==> config.mk <==
export PLATFORM = sky130hd
export DESIGN_NAME = wkc_top
export DESIGN_NICKNAME = d
export VERILOG_FILES = /design/src/rtl/wkc_pkg.sv /design/src/rtl/wkc_sync.sv /design/src/rtl/wkc_debounce.sv /design/src/rtl/wkc_ctrl.sv /design/src/rtl/wkc_top.sv
export SDC_FILE = /design/constraint.sdc
export NUM_CORES = 1
export LEC_CHECK = 0
export ABC_CLOCK_PERIOD_IN_PS = 3310
export CAP_MARGIN = 40
export CORE_MARGIN = 4
export CORE_UTILIZATION = 45
export CTS_CLUSTER_DIAMETER = 200
export DETAILED_ROUTE_END_ITERATION = 6
export SLEW_MARGIN = 20
export SYNTH_ARGS = -nofsm -noshare
export SYNTH_HDL_FRONTEND = slang
export SYNTH_SLANG_ARGS = --single-unit
export TNS_END_PERCENT = 1
==> constraint.sdc <==
create_clock -name clk_slow -period 3.31 [get_ports clk_slow]
set_clock_uncertainty 0.05 [all_clocks]
set_input_delay 0.331 -clock clk_slow [delete_from_list [all_inputs] [get_ports clk_slow]]
set_output_delay 0.331 -clock clk_slow [all_outputs]
set_load 0.01 [all_outputs]
==> src/rtl/wkc_pkg.sv <==
package wkc_pkg;

    localparam int DBC_W = 16;

    localparam logic [1:0] ADDR_CMD  = 2'd0;
    localparam logic [1:0] ADDR_MODE = 2'd1;
    localparam logic [1:0] ADDR_PINS = 2'd2;
    localparam logic [1:0] ADDR_STAT = 2'd3;

    localparam int MODE_RTC_BIT = 3;
    localparam int MODE_RTT_BIT = 4;

    typedef enum logic {
        ST_AWAKE = 1'b0,
        ST_SHDN  = 1'b1
    } pwr_st_t;

    // debounce length in slow-clock cycles for a 3-bit code; 6 and 7 saturate
    function automatic logic [DBC_W-1:0] dbc_cycles(input logic [2:0] code);
        logic [DBC_W-1:0] n;
        case (code)
            3'd0:    n = DBC_W'(0);
            3'd1:    n = DBC_W'(3);
            3'd2:    n = DBC_W'(32);
            3'd3:    n = DBC_W'(512);
            3'd4:    n = DBC_W'(4096);
            default: n = DBC_W'(32768);
        endcase
        return n;
    endfunction

endpackage

==> src/rtl/wkc_sync.sv <==
module wkc_sync #(
    parameter int W = 4
) (
    input  logic         clk,
    input  logic         rst_n,
    input  logic [W-1:0] din,
    output logic [W-1:0] dout
);

    typedef struct packed {
        logic [W-1:0] s1;
        logic [W-1:0] s2;
    } sync_t;

    sync_t r_q, r_d;

    always_comb begin
        r_d    = r_q;
        r_d.s1 = din;
        r_d.s2 = r_q.s1;
    end

    always_ff @(posedge clk or negedge rst_n) begin
        if (!rst_n) r_q <= '0;
        else        r_q <= r_d;
    end

    assign dout = r_q.s2;

    // second stage always follows the first one cycle later
    p_sync_follow_r6: assert property (@(posedge clk) disable iff (!rst_n)
        1'b1 |=> (r_q.s2 == $past(r_q.s1)));

endmodule

==> src/rtl/wkc_debounce.sv <==
module wkc_debounce
    import wkc_pkg::*;
(
    input  logic             clk,
    input  logic             rst_n,
    input  logic             lvl,
    input  logic             pol,
    input  logic [DBC_W-1:0] limit,
    output logic             active
);

    typedef struct packed {
        logic [DBC_W-1:0] cnt;
    } dbc_t;

    dbc_t r_q, r_d;
    logic raw;

    always_comb begin
        raw = (lvl == pol);
        r_d = r_q;
        if (!raw)
            r_d.cnt = '0;
        else if (r_q.cnt < limit)
            r_d.cnt = r_q.cnt + DBC_W'(1);
    end

    always_ff @(posedge clk or negedge rst_n) begin
        if (!rst_n) r_q <= '0;
        else        r_q <= r_d;
    end

    assign active = raw && (r_q.cnt >= limit);

    // a debounced pin was already at its level in the previous cycle
    p_hold_before_active_r8: assert property (@(posedge clk) disable iff (!rst_n)
        (limit != '0 && active) |-> $past(raw));

    // an inactive level always restarts the count
    p_restart_r8: assert property (@(posedge clk) disable iff (!rst_n)
        !raw |=> (r_q.cnt == '0));

endmodule

==> src/rtl/wkc_ctrl.sv <==
module wkc_ctrl
    import wkc_pkg::*;
#(
    parameter int NSRC = 6
) (
    input  logic            clk,
    input  logic            rst_n,
    input  logic [NSRC-1:0] src,
    input  logic            cmd,
    input  logic            stat_clr,
    output logic            shdn,
    output logic            wake_pulse,
    output logic [NSRC-1:0] status
);

    typedef struct packed {
        pwr_st_t         st;
        logic [NSRC-1:0] stat;
        logic            pulse;
    } ctrl_t;

    ctrl_t r_q, r_d;
    logic  any_src;

    always_comb begin
        any_src = |src;
        r_d       = r_q;
        r_d.pulse = 1'b0;
        if (stat_clr) r_d.stat = '0;
        if (r_q.st == ST_AWAKE) begin
            if (cmd) begin
                if (any_src) r_d.stat = r_d.stat | src;
                else         r_d.st   = ST_SHDN;
            end
        end else begin
            if (any_src) begin
                r_d.stat  = r_d.stat | src;
                r_d.st    = ST_AWAKE;
                r_d.pulse = 1'b1;
            end
        end
    end

    always_ff @(posedge clk or negedge rst_n) begin
        if (!rst_n) r_q <= '{st: ST_AWAKE, stat: '0, pulse: 1'b0};
        else        r_q <= r_d;
    end

    assign shdn       = (r_q.st == ST_SHDN);
    assign wake_pulse = r_q.pulse;
    assign status     = r_q.stat;

    p_pulse_single_r12: assert property (@(posedge clk) disable iff (!rst_n)
        r_q.pulse |=> !r_q.pulse);

    p_pulse_on_exit_r12: assert property (@(posedge clk) disable iff (!rst_n)
        r_q.pulse |-> ($past(r_q.st) == ST_SHDN && r_q.st == ST_AWAKE));

    p_flags_only_shdn_r10: assert property (@(posedge clk) disable iff (!rst_n)
        (|(r_q.stat & ~$past(r_q.stat))) |-> ($past(r_q.st) == ST_SHDN || $past(cmd)));

    p_reject_stays_r11: assert property (@(posedge clk) disable iff (!rst_n)
        (r_q.st == ST_AWAKE && cmd && any_src) |=> (r_q.st == ST_AWAKE));

    p_shdn_needs_cmd_r3: assert property (@(posedge clk) disable iff (!rst_n)
        $rose(shdn) |-> $past(cmd));

endmodule

==> src/rtl/wkc_top.sv <==
module wkc_top
    import wkc_pkg::*;
#(
    parameter int NPIN = 4,
    localparam int REG_W = 2 * NPIN,
    localparam int NSRC = NPIN + 2
) (
    input  logic             clk_slow,
    input  logic             rst_n,
    input  logic [NPIN-1:0]  pin_wake,
    input  logic             rtc_wake_req,
    input  logic             rtt_wake_req,
    input  logic             reg_wr,
    input  logic             reg_rd,
    input  logic [1:0]       reg_addr,
    input  logic [REG_W-1:0] reg_wdata,
    output logic [REG_W-1:0] reg_rdata,
    output logic             in_shutdown,
    output logic             wake_event
);

    typedef struct packed {
        logic [2:0]      sel;
        logic            rtc_en;
        logic            rtt_en;
        logic [NPIN-1:0] en;
        logic [NPIN-1:0] pol;
    } cfg_t;

    cfg_t r_q, r_d;

    logic [NPIN-1:0]  pin_sync;
    logic [NPIN-1:0]  pin_act;
    logic [DBC_W-1:0] limit;
    logic [NSRC-1:0]  src;
    logic [NSRC-1:0]  stat_vec;
    logic             cmd;
    logic             stat_clr;

    initial begin
        if (NPIN < 3 || NPIN > 16) $error("wkc_top: NPIN out of range");
    end

    always_comb begin
        r_d = r_q;
        if (reg_wr) begin
            case (reg_addr)
                ADDR_MODE: begin
                    r_d.sel    = reg_wdata[2:0];
                    r_d.rtc_en = reg_wdata[MODE_RTC_BIT];
                    r_d.rtt_en = reg_wdata[MODE_RTT_BIT];
                end
                ADDR_PINS: begin
                    r_d.en  = reg_wdata[NPIN-1:0];
                    r_d.pol = reg_wdata[REG_W-1:NPIN];
                end
                default: ;
            endcase
        end
    end

    always_ff @(posedge clk_slow or negedge rst_n) begin
        if (!rst_n) r_q <= '0;
        else        r_q <= r_d;
    end

    assign cmd      = reg_wr && (reg_addr == ADDR_CMD) && reg_wdata[0];
    assign stat_clr = reg_rd && (reg_addr == ADDR_STAT);
    assign limit    = dbc_cycles(r_q.sel);

    wkc_sync #(.W(NPIN)) u_sync (
        .clk   (clk_slow),
        .rst_n (rst_n),
        .din   (pin_wake),
        .dout  (pin_sync)
    );

    for (genvar i = 0; i < NPIN; i++) begin : g_pin
        wkc_debounce u_dbc (
            .clk    (clk_slow),
            .rst_n  (rst_n),
            .lvl    (pin_sync[i]),
            .pol    (r_q.pol[i]),
            .limit  (limit),
            .active (pin_act[i])
        );
    end

    assign src = {rtt_wake_req & r_q.rtt_en, rtc_wake_req & r_q.rtc_en, pin_act & r_q.en};

    wkc_ctrl #(.NSRC(NSRC)) u_ctrl (
        .clk        (clk_slow),
        .rst_n      (rst_n),
        .src        (src),
        .cmd        (cmd),
        .stat_clr   (stat_clr),
        .shdn       (in_shutdown),
        .wake_pulse (wake_event),
        .status     (stat_vec)
    );

    always_comb begin
        reg_rdata = '0;
        case (reg_addr)
            ADDR_MODE: begin
                reg_rdata[2:0]          = r_q.sel;
                reg_rdata[MODE_RTC_BIT] = r_q.rtc_en;
                reg_rdata[MODE_RTT_BIT] = r_q.rtt_en;
            end
            ADDR_PINS: reg_rdata = {r_q.pol, r_q.en};
            ADDR_STAT: reg_rdata[NSRC-1:0] = stat_vec;
            default: ;
        endcase
    end

    p_disabled_pin_no_flag_r4: assert property (@(posedge clk_slow) disable iff (!rst_n)
        ((stat_vec[NPIN-1:0] & ~$past(stat_vec[NPIN-1:0]) & ~$past(r_q.en)) == '0));

    p_timer_gated_r9: assert property (@(posedge clk_slow) disable iff (!rst_n)
        (stat_vec[NPIN] && !$past(stat_vec[NPIN])) |-> $past(r_q.rtc_en && rtc_wake_req));

    p_no_rdwr_clash_r2: assert property (@(posedge clk_slow) disable iff (!rst_n)
        !(reg_wr && reg_rd));

endmodule

# ---- Yosys cells after proc, flatten, opt, wreduce, memory -nomap -nowiden
# Cells that the tools add are included.
# Widths: inputs -> output; s select.
dict set report op_classes {
  n_addsub 4
  order_cmp 8
  n_eq_ne 15
  n_mux 19
  n_bitwise 4
  n_reduce_logical 12
}
# op count
set ops {}
lappend ops {{$mux 16} 8}
lappend ops {{$pmux 16 s5} 1}
lappend ops {{$add 16x1->16 const B} 4}
lappend ops {{$ge 16x16->1} 4}
lappend ops {{$lt 16x16->1} 4}
lappend ops {{$pmux 5 s3} 1}
lappend ops {{$mux 7} 2}
lappend ops {{$mux 6} 2}
lappend ops {{$mux 8} 1}
lappend ops {{$ne 2x2->1 const B} 4}
lappend ops {{$logic_and 1x1->1} 7}
lappend ops {{$eq 3x2->1 const B} 2}
lappend ops {{$or 6x6->6} 1}
lappend ops {{$reduce_or 6->1} 1}
lappend ops {{$and 4x4->4} 1}
lappend ops {{$eq 1x1->1} 4}
lappend ops {{$eq 2x2->1 const B} 2}
lappend ops {{$reduce_and 2->1} 2}
lappend ops {{$eq 3x1->1 const B} 1}
lappend ops {{$eq 3x3->1 const B} 1}
lappend ops {{$logic_not 3->1} 1}
lappend ops {{$and 1x1->1} 2}
lappend ops {{$eq 2x1->1 const B} 1}
lappend ops {{$logic_not 2->1} 1}
lappend ops {{other kinds (3)} 4}
dict set report totals {
  ff_bits 93
  in_bits 20
  out_inout_bits 10
  word_cells 76
}

# ---- Longest topological paths before layout
# Gate-level depths: netlist of the first run.
dict set report depth {
  ltp_word 9
  ltp_mapped 10
  depth_no_buf 9
}

# ---- Cells and area by module
# A second synthesis of the first run with hierarchy kept.
dict set report unflattened {
  cells_unflattened 699
  area_unflattened_um2 6311.1
}
# module instances cells_each area_each_um2 seq_area_each_um2
set by_module_without_submodules {}
lappend by_module_without_submodules {wkc_debounce 4 153 1260.0 400.4}
lappend by_module_without_submodules {wkc_top 1 59 768.2 325.3}
lappend by_module_without_submodules {wkc_ctrl 1 20 302.8 200.2}
lappend by_module_without_submodules {wkc_sync 1 8 200.2 200.2}

# ---- Worst setup path after synthesis of the first run
# OpenSTA, ideal clock, no wires.
dict set report synth_path {
  path_type {register to register}
  start {register r_q[11] (netlist name)}
  end {register g_pin[2].u_dbc.r_q[11] (netlist name)}
  setup_time_ps 132
  arrival_ps 2762
  required_time_ps 3128
  setup_slack_ps 366
  stages_incl_launch_ff 10
  n_path_buf 1
  period_less_slack_ps 2944
  cell_sequence {dfrtp_1 > or3b_2 > ha_1 > nand2b_1 > nand4b_1 > a2111oi_0 > clkbuf_1 > nand4_1 > xnor2_1 > nor2_1}
}
dict set report synth_between {
  elab_chain_cells 4
  elab_cells_between_ends 8
  cone_classes {1 x order compare; 5 x eq/ne; 1 x mux; 1 x reduce/logical}
}
# item line
set synth_rtl {}
lappend synth_rtl {{from (decl)} wkc_top.sv:30} ;# cfg_t r_q, r_d;
lappend synth_rtl {{from (signal assigned)} wkc_top.sv:64} ;# else r_q <= r_d;
lappend synth_rtl {{$eq 3x3->1, or another cell as far along} wkc_pkg.sv:21} ;# case (code)
lappend synth_rtl {{$pmux 16 s5 *} wkc_pkg.sv:21}
lappend synth_rtl {{$lt 16x16->1 *} wkc_debounce.sv:24} ;# else if (r_q.cnt < limit)
lappend synth_rtl {{$ne 2x2->1 (no source line) *} --}
lappend synth_rtl {{to (signal assigned)} wkc_debounce.sv:30} ;# else r_q <= r_d;
lappend synth_rtl {{to (decl)} wkc_debounce.sv:16} ;# dbc_t r_q, r_d;
# Every way passes the cells marked *; elsewhere a longest branch is shown, timed or not.
# A chain may end at the register's enable or synchronous reset.

# ---- Final worst setup path of the first run
dict set report layout_path {
  start {register r_q[11] (netlist name)}
  end {register g_pin[1].u_dbc.r_q[15] (netlist name)}
}
dict set report layout_between {
  elab_chain_cells 4
  elab_cells_between_ends 8
  cone_classes {1 x order compare; 5 x eq/ne; 1 x mux; 1 x reduce/logical}
}
# item line
set layout_rtl {}
lappend layout_rtl {{$eq 3x3->1, or another cell as far along} wkc_pkg.sv:21}
lappend layout_rtl {{$pmux 16 s5 *} wkc_pkg.sv:21}
lappend layout_rtl {{$lt 16x16->1 *} wkc_debounce.sv:24}
lappend layout_rtl {{$ne 2x2->1 (no source line) *} --}
lappend layout_rtl {{to (signal assigned)} wkc_debounce.sv:30}
lappend layout_rtl {{to (decl)} wkc_debounce.sv:16}
# Marked as above.

==> metrics.txt, run 1 <==
WS Path Type flip-flop to flip-flop; DP HPWL 8.37 mm; total leakage power 2.70 nW; Root Driver clkbuf_16; CTS sink cnt 93; GP Congestion 0.810; Power, Total 3.37 mW; core box area 0.0114 sq mm; Hold Crit Depth 0; crit path capture type flip-flop; TritonRoute pass-1 iters 5; FF-to-FF path depth 9; R2R Path Start r_q[11]$_DFFE_PN0P_; outcome completed; syn avg cell area 10.1 sq um; drc violations 0; die extent in y 116 microns; Synth Warn # 0; Worst path slowest cell or3b_2; most common cell after layout, fill and taps aside dfrtp_1; row cnt 39; CP startpoint kind flip-flop; buffers added on ports 29; # diodes 0; grt total ovfl 0; CP top delay family simple AND/OR/NAND/NOR gates; max cap viols 0; drt wl/cell 16.7 microns; top area cells in the synthesized netlist dfrtp_1 (45%), xor2_1 (7.6%), ha_1 (6.7%), nor2_1 (5.5%), xnor2_1 (3.4%); share of layout cells above drive strength 1 11.0%; fmax 322 MHz; hold path startpoint u_sync.r_d[1]$_DFF_PN0_; final net count 607; post-synthesis cell type count 52; global router's overall resource usage 19.1%; die area 0.0134 sq mm; Yosys top cell area share 44.6%; Mapped Area 0.00521 sq mm; CTS Buf Count 9; area leader, netlist dfrtp_1; Clock Latency Late Sink 340 ps; max-slew violations 0; first-pass GRT wire length 20.0 mm; flops & latches, synth 93; shortest period the worst path allows 3110 ps; routed wire length 11.8 mm; Setup TNS 0 ps; Max VDD drop 0.292 mV; CP Max Fanout 7; number of enable flip-flop cells after synthesis 0; Top FF cell, synth dfrtp_1; placed cells 689; DRT iter0 DRCs 225; Chip Width 116 microns; fin cells 707; pin count of the biggest net entering global routing 58; number of nets with antenna violations after routing 0; Area Growth Syn to Fin 16.9%; worst slew pin tran 700 ps; initial antenna violation count 0; Post-synth ARST share 100%; via count 3,970; total I/O pin count 30; Setup crit start r_q[11]$_DFFE_PN0P_; Slew Limit Headroom 53.3%; crit share post-route 93.9%; via density per instance 5.62; post-synthesis sequential area ratio 44.6%; power per cell area 553 mW/mm^2; leading cell types in the layout, fill and taps excluded dfrtp_1 (93), nor2_1 (77), xor2_1 (44); Data required, critical path 3490 ps; syn nets 564; RSZ-0062 raised after global routing no; deepest level of the CTS H-tree 3; Crit path depth 9; Initial Utilization 45.8%; Longest Clk Path Bufs 2; crit-path cells or3b_2, ha_1, nor2b_2, or4b_4, a2111oi_4, buf_4, nand4_1, xor2_1, nor2_1; vias in the first global route 3,888; Final Hold Fails 0; Hold/Removal Path Class flip-flop to flip-flop; CTS tree built; WP data arrival 3290 ps; Mapped Cells 516; worst stage delay on the critical path 580 ps; final setup fails 0; Clock Pin Slew Worst Setup and Hold Paths 60 ps; Bufs and invs on worst path 1
layout make-up:
type	count	area (sq um)
multi-input combinational	387	2750
clock buffer	13	270
clock inverter	3	42.5
fill	1042	5270
timing repair buffer	47	445
sequential	93	2330
tap	143	179
inverter	21	78.8
through the flow:
stage	util, %	instance area [sq um]	hold WS [ps]	setup WS [ps]
global placement	50.4	5730	282	250
finish	53.6	6100	297	202
CTS	53.5	6090	300	162
global route	53.6	6100	303	79.9
detailed placement	50.7	5770	216	151
floorplan	-	5210	-14.6	366
kinds of logic after synthesis:
group	share of synthesized area [%]
multiplexers	4.20
adder cells (fa/ha/maj)	6.72
buffers and inverters	2.81
AO/OA/AOI/OAI	7.18
XOR/XNOR	10.9
AND/OR/NAND/NOR	23.5
flip-flops	44.6
worst paths after layout:
kind / slack (ps) / to
max in group asynchronous: 2240 / g_pin[0].u_dbc.r_q[5]$_DFFE_PN0P_
min in group asynchronous: 390 / g_pin[1].u_dbc.r_q[2]$_DFFE_PN0P_
max: 200 / g_pin[1].u_dbc.r_q[15]$_DFFE_PN0P_
min reg2reg: 300 / u_sync.dout[1]$_DFF_PN0_
min: 300 / u_sync.dout[1]$_DFF_PN0_
max reg2reg: 200 / g_pin[1].u_dbc.r_q[15]$_DFFE_PN0P_
synthesized netlist by cell type (7+ instances only):
master / number
xor2_1: 45
nand4_1: 25
nor3_1: 15
dfrtp_1: 93
and3_1: 14
nand4b_1: 7
inv_1: 20
nand2_1: 22
ha_1: 28
xnor2_1: 20
nor4_1: 11
and2_1: 9
clkbuf_1: 13
nor2_1: 77
mux2_2: 10
a22o_1: 8
nand3_1: 28
flip-flops by register name, summed over array words and instances (netlist names):
signal / flops
g_pin.u_dbc.r_q: 64
r_q: 13
u_ctrl.shdn: 1
u_ctrl.status: 6
u_ctrl.wake_pulse: 1
u_sync.dout: 4
u_sync.r_d: 4
routing by layer:
metal	global-route usage, %	up-vias	share of wire, %
met5	0	-	0
met4	6.11	0	1.5
met3	2.87	14	2.9
met2	29.9	60	48
met1	27.3	1967	48
li1	-	1929	-
what timing repair did:
action,in CTS,in global routing
gates resized for setup,0,0
hold buffers,1,0
buffers inserted,0,1
endpoints found under the hold margin,21,0
endpoints found under the setup margin,0,1
power breakdown:
group / switching [mW] / internal [mW]
logic: 0.519 / 0.419
registers: 0.104 / 1.24
clock network: 0.440 / 0.647
No activity file was read; power rests on OpenSTA's default activity.
==> run 2: changes to the inputs <==
--- a/config.mk
+++ b/config.mk
@@ -5,12 +5,13 @@
 export SDC_FILE = /design/constraint.sdc
 export NUM_CORES = 1
 export LEC_CHECK = 0
-export ABC_CLOCK_PERIOD_IN_PS = 3310
+export ABC_CLOCK_PERIOD_IN_PS = 3250
 export CAP_MARGIN = 40
 export CORE_MARGIN = 4
 export CORE_UTILIZATION = 45
 export CTS_CLUSTER_DIAMETER = 200
 export DETAILED_ROUTE_END_ITERATION = 6
+export SETUP_SLACK_MARGIN = 0.02
 export SLEW_MARGIN = 20
 export SYNTH_ARGS = -nofsm -noshare
 export SYNTH_HDL_FRONTEND = slang
==> constraint.sdc (replaced) <==
create_clock -name clk_slow -period 3.25 [get_ports clk_slow]
set_clock_uncertainty 0.05 [all_clocks]
set_input_delay 0.325 -clock clk_slow [delete_from_list [all_inputs] [get_ports clk_slow]]
set_output_delay 0.325 -clock clk_slow [all_outputs]
set_load 0.01 [all_outputs]
==> run 2 against run 1 <==
- sequential power is essentially flat
- largest cell class unchanged
- total power grew 3.1%
- highest routed layer unchanged
- count of clock-buffer cells in the layout shrank 1
- first-iteration DRC count grew 6.7%
==> metrics.txt, run 2 (synthesized netlist as in run 1, its figures left out) <==
drt wl/cell 16.5 microns; Area Growth Syn to Fin 17.0%; Clock Pin Slew Worst Setup and Hold Paths 60 ps; max-slew violations 0; Longest Clk Path Bufs 2; max cap viols 0; die extent in y 116 microns; routed wire length 11.7 mm; Setup WS pre-CTS 187 ps; fmax 329 MHz; Data required, critical path 3440 ps; CTS Buf Count 9; DP HPWL 8.46 mm; row cnt 39; global router's overall resource usage 19.2%; combinational share of power 27.7%; sequential share of power 39.2%; Slew Limit Headroom 61.1%; clock group share of total power 33.1%; total I/O pin count 30; Switching Share 30.7%; final net count 609; max reg flops 64; outcome completed; multi-input logic area 0.00275 sq mm; WP data arrival 3230 ps; final setup fails 0; Setup TNS 0 ps; WS Path Type flip-flop to flip-flop; DRT iter0 DRCs 240; vias in the first global route 3,970; Resized cells post-CTS 0; P_int 2.41 mW; CP Max Fanout 7; core box area 0.0114 sq mm; via density per instance 5.53; Final Hold Fails 0; crit path capture type flip-flop; via count 3,921; Sequential Area 0.00233 sq mm; leading cell types in the layout, fill and taps excluded dfrtp_1 (93), nor2_1 (77), xor2_1 (45); most common cell after layout, fill and taps aside dfrtp_1; Chip Width 116 microns; share of layout cells above drive strength 1 11.1%; initial antenna violation count 0; Root Driver clkbuf_16; Largest Register g_pin.u_dbc.r_q; deepest level of the CTS H-tree 3; power per cell area 570 mW/mm^2; pin count of the biggest net entering global routing 45; Filler cells 1,023; Hold/Removal Path Class flip-flop to flip-flop; number of nets with antenna violations after routing 0; Power, Total 3.47 mW; Clock Latency Late Sink 350 ps; buffers added on ports 29; CTS sink cnt 93; crit share post-route 93.6%; die area 0.0134 sq mm; GP Congestion 0.829; setup ws final 207 ps; grt total ovfl 0; Max VDD drop 0.389 mV; total leakage power 2.71 nW; Initial Utilization 45.8%; shortest period the worst path allows 3040 ps; worst slew pin tran 583 ps; # diodes 0; RSZ-0062 raised after global routing no; TritonRoute pass-1 iters 4; CTS tree built; Hold Crit Depth 0; drc violations 0; first-pass GRT wire length 20.1 mm; Net Sw Power 1.07 mW; CP startpoint kind flip-flop; FF-to-FF path depth 9
run 2: changes by cell type in the layout (fill, tap and decap cells not counted):
cell,delta
clkbuf_8,-1
xor2_2,-1
clkinvlp_4,-1
buf_4,+3
xor2_1,+1
buf_16,-1
clkinv_2,+1
bufinv_16,+1
run 2: path summary, 6_finish.rpt:
kind                                               from                                  to  slack (ps)
worst max-delay path                r_q[12]$_DFFE_PN0P_  g_pin[1].u_dbc.r_q[15]$_DFFE_PN0P_         210
max in group asynchronous                         rst_n   g_pin[2].u_dbc.r_q[6]$_DFFE_PN0P_        1920
worst min-delay path            u_sync.r_d[1]$_DFF_PN0_            u_sync.dout[1]$_DFF_PN0_         300
min in group asynchronous                         rst_n  g_pin[1].u_dbc.r_q[12]$_DFFE_PN0P_         460
worst max register to register      r_q[12]$_DFFE_PN0P_  g_pin[1].u_dbc.r_q[15]$_DFFE_PN0P_         210
worst min register to register  u_sync.r_d[1]$_DFF_PN0_            u_sync.dout[1]$_DFF_PN0_         300
run 2: power groups by stage:
stage | Combinational (mW) | Clock (mW) | Sequential, mW
floorplan | 0.657 | 0 | 1.36
global placement | 0.950 | 0 | 1.38
detailed placement | 0.970 | 0 | 1.38
CTS | 0.975 | 1.19 | 1.36
global route | 1.08 | 1.22 | 1.38
finish | 0.963 | 1.15 | 1.36
run 2: area by class of cell:
class | instances | area share (%)
Multi-Input combinational cell | 387 | 45.0
Sequential cell | 93 | 38.2
Clock inverter | 4 | 1.15
Tap cell | 143 | 2.93
Inverter | 21 | 1.29
Clock buffer | 12 | 4.21
Timing Repair Buffer | 49 | 7.22
run 2: per-layer routing:
metal,GRT usage [%],routed length (microns)
met1,26.0,5390
met4,6.65,214
met3,4.60,372
met2,30.4,5740
met5,0,0
run 2: repair_timing:
item	CTS	global route
buffers inserted	0	1
setup endpoints to repair	0	2
hold endpoints to repair	42	0
hold buffers	1	0
run 2: stage by stage:
step                      cells  hold WS, ps  util, %  cell area (sq um)
after floorplan             516        -20.6        -               5210
after global placement      691          285     50.6               5750
after detailed placement    691          289     50.6               5750
after CTS                   708          304     53.6               6090
after global routing        709          305     53.6               6100
final                       709          301     53.6               6100
run 2: critical path, cell delays in order, from the launching register on:
cell and delay, ps:
dfrtp_1 430, or3b_2 550, ha_1 310, nor2b_2 150, or4b_4 520, a2111oi_4 400, buf_4 210, nand4_1 100
xor2_1 150, nor2_1 50
==> run 3: changes to the inputs <==
--- a/config.mk
+++ b/config.mk
@@ -11,9 +11,9 @@
 export CORE_UTILIZATION = 45
 export CTS_CLUSTER_DIAMETER = 200
 export DETAILED_ROUTE_END_ITERATION = 6
+export MAX_ROUTING_LAYER = met4
 export SETUP_SLACK_MARGIN = 0.02
 export SLEW_MARGIN = 20
 export SYNTH_ARGS = -nofsm -noshare
 export SYNTH_HDL_FRONTEND = slang
 export SYNTH_SLANG_ARGS = --single-unit
-export TNS_END_PERCENT = 1
==> run 3 against run 2 <==
- critical endpoint unchanged
- clock power barely moved
- register-to-register slack about the same
- largest power group unchanged
- utilization stayed put
- maximum frequency is essentially flat
- sequential power about the same
- cell count did not move
- routed wire length shrank 0.15%
- global-route usage grew 0.55 points
- via count is 0.28% higher
- non-clock buffer count did not move
- total power decreased by 0.13%
==> metrics.txt, run 3 (synthesized netlist as in run 1, its figures left out) <==
highest metal used met4; Data required, critical path 3430 ps; via density per instance 5.55; row cnt 39; # diodes 0; grt total ovfl 0; deepest level of the CTS H-tree 3; Setup TNS 0 ps; CTS tree built; Final Hold Fails 0; fin cells 709; sequential share of power 39.3%; Resized cells post-CTS 0; Met2 Routed Length 5.73 mm; final setup fails 0; CP Max Fanout 7; Filler cells 1,023; final net count 609; Hold/Removal Path Class flip-flop to flip-flop; max cap viols 0; Root Driver clkbuf_16; crit share post-route 93.6%; multi-input logic area 0.00275 sq mm; CP startpoint kind flip-flop; core box area 0.0114 sq mm; max-slew violations 0; Net Sw Power 1.06 mW; metal3 WL 328 microns; pin count of the biggest net entering global routing 45; first-pass GRT wire length 20.1 mm; buffers added on ports 29; die extent in y 116 microns; total leakage power 2.71 nW; routed wire length 11.7 mm; power per cell area 569 mW/mm^2; total I/O pin count 30; fmax 329 MHz; WP data arrival 3220 ps; Slew Limit Headroom 61.2%; most common cell after layout, fill and taps aside dfrtp_1; Sequential Area 0.00233 sq mm; Clock Latency Late Sink 340 ps; Largest Register g_pin.u_dbc.r_q; Area Growth Syn to Fin 17.0%; outcome completed; max reg flops 64; GP Congestion 0.842; placed cells 691; combinational share of power 27.7%; DP HPWL 8.46 mm; Worst R2R Setup Slack 210 ps; Max VDD drop 0.386 mV; TritonRoute pass-1 iters 4; Chip Width 116 microns; post-layout util 53.6%; CTS sink cnt 93; Met1 Wirelength 5.47 mm; Longest Clk Path Bufs 2; crit path capture type flip-flop; number of nets with antenna violations after routing 0; global router's overall resource usage 19.7%; P_int 2.41 mW; WS Path Type flip-flop to flip-flop; vias in the first global route 3,964; DRT iter0 DRCs 252; die area 0.0134 sq mm; Switching Share 30.6%; drc violations 0; leading cell types in the layout, fill and taps excluded dfrtp_1 (93), nor2_1 (77), xor2_1 (45); Clock Pin Slew Worst Setup and Hold Paths 60 ps; RSZ-0062 raised after global routing no; CTS Buf Count 9; drt wl/cell 16.5 microns; share of layout cells above drive strength 1 11.1%; shortest period the worst path allows 3040 ps; via count 3,932; initial antenna violation count 0; clock group share of total power 33.0%; Initial Utilization 45.8%; worst slew pin tran 583 ps
run 3: cell counts in the layout (fill, tap and decap cells not counted):
No cell type changed its count.
run 3: worst paths after layout:
path	from	end	cells past startpoint
worst max-delay path	r_q[12]$_DFFE_PN0P_	g_pin[1].u_dbc.r_q[15]$_DFFE_PN0P_	9
worst min register to register	u_sync.r_d[0]$_DFF_PN0_	u_sync.dout[0]$_DFF_PN0_	0
min in group asynchronous	rst_n	g_pin[1].u_dbc.r_q[12]$_DFFE_PN0P_	2
worst min-delay path	u_sync.r_d[0]$_DFF_PN0_	u_sync.dout[0]$_DFF_PN0_	0
max in group asynchronous	rst_n	g_pin[2].u_dbc.r_q[5]$_DFFE_PN0P_	3
worst max register to register	r_q[12]$_DFFE_PN0P_	g_pin[1].u_dbc.r_q[15]$_DFFE_PN0P_	9
run 3: layout make-up:
| class | instances | share of cell area (%) |
|---|---|---|
| tap | 143 | 2.93 |
| multi-input combinational | 387 | 45.0 |
| sequential | 93 | 38.2 |
| clock inverter | 4 | 1.15 |
| clock buffer | 12 | 4.21 |
| inverter | 21 | 1.29 |
| timing repair buffer | 49 | 7.22 |
run 3: through the flow:
stage,instance area [sq um],setup WS (ps),power (mW),hold slack (ps)
after global routing,6100,31.8,3.69,305
after CTS,6090,174,3.52,304
after floorplan,5210,306,2.01,-20.6
after global placement,5750,227,2.33,285
after detailed placement,5750,187,2.35,289
final,6100,209,3.47,301
run 3: critical path, stage by stage, from the launching register on:
cell and delay [ps]:
dfrtp_1 430, or3b_2 550, ha_1 310, nor2b_2 150, or4b_4 520, a2111oi_4 400
buf_4 210, nand4_1 100, xor2_1 150, nor2_1 50
run 3: power groups by stage:
stage / clock network (mW) / registers, mW / logic (mW)
finish: 1.15 / 1.36 / 0.963
floorplan: 0 / 1.36 / 0.657
detailed placement: 0 / 1.38 / 0.970
CTS: 1.19 / 1.36 / 0.975
global placement: 0 / 1.38 / 0.950
global route: 1.22 / 1.38 / 1.08
run 3: routing by layer:
layer  track usage (%)  up-vias
met5                 -        -
met4              6.65        0
met3              4.44       13
met2              30.4       56
met1              26.0     1935
li1                  -     1928
run 3: timing repair:
item	in CTS	in global routing
endpoints found under the hold margin	42	0
setup endpoints to repair	0	2
setup buffers	0	1
hold buffers	1	0
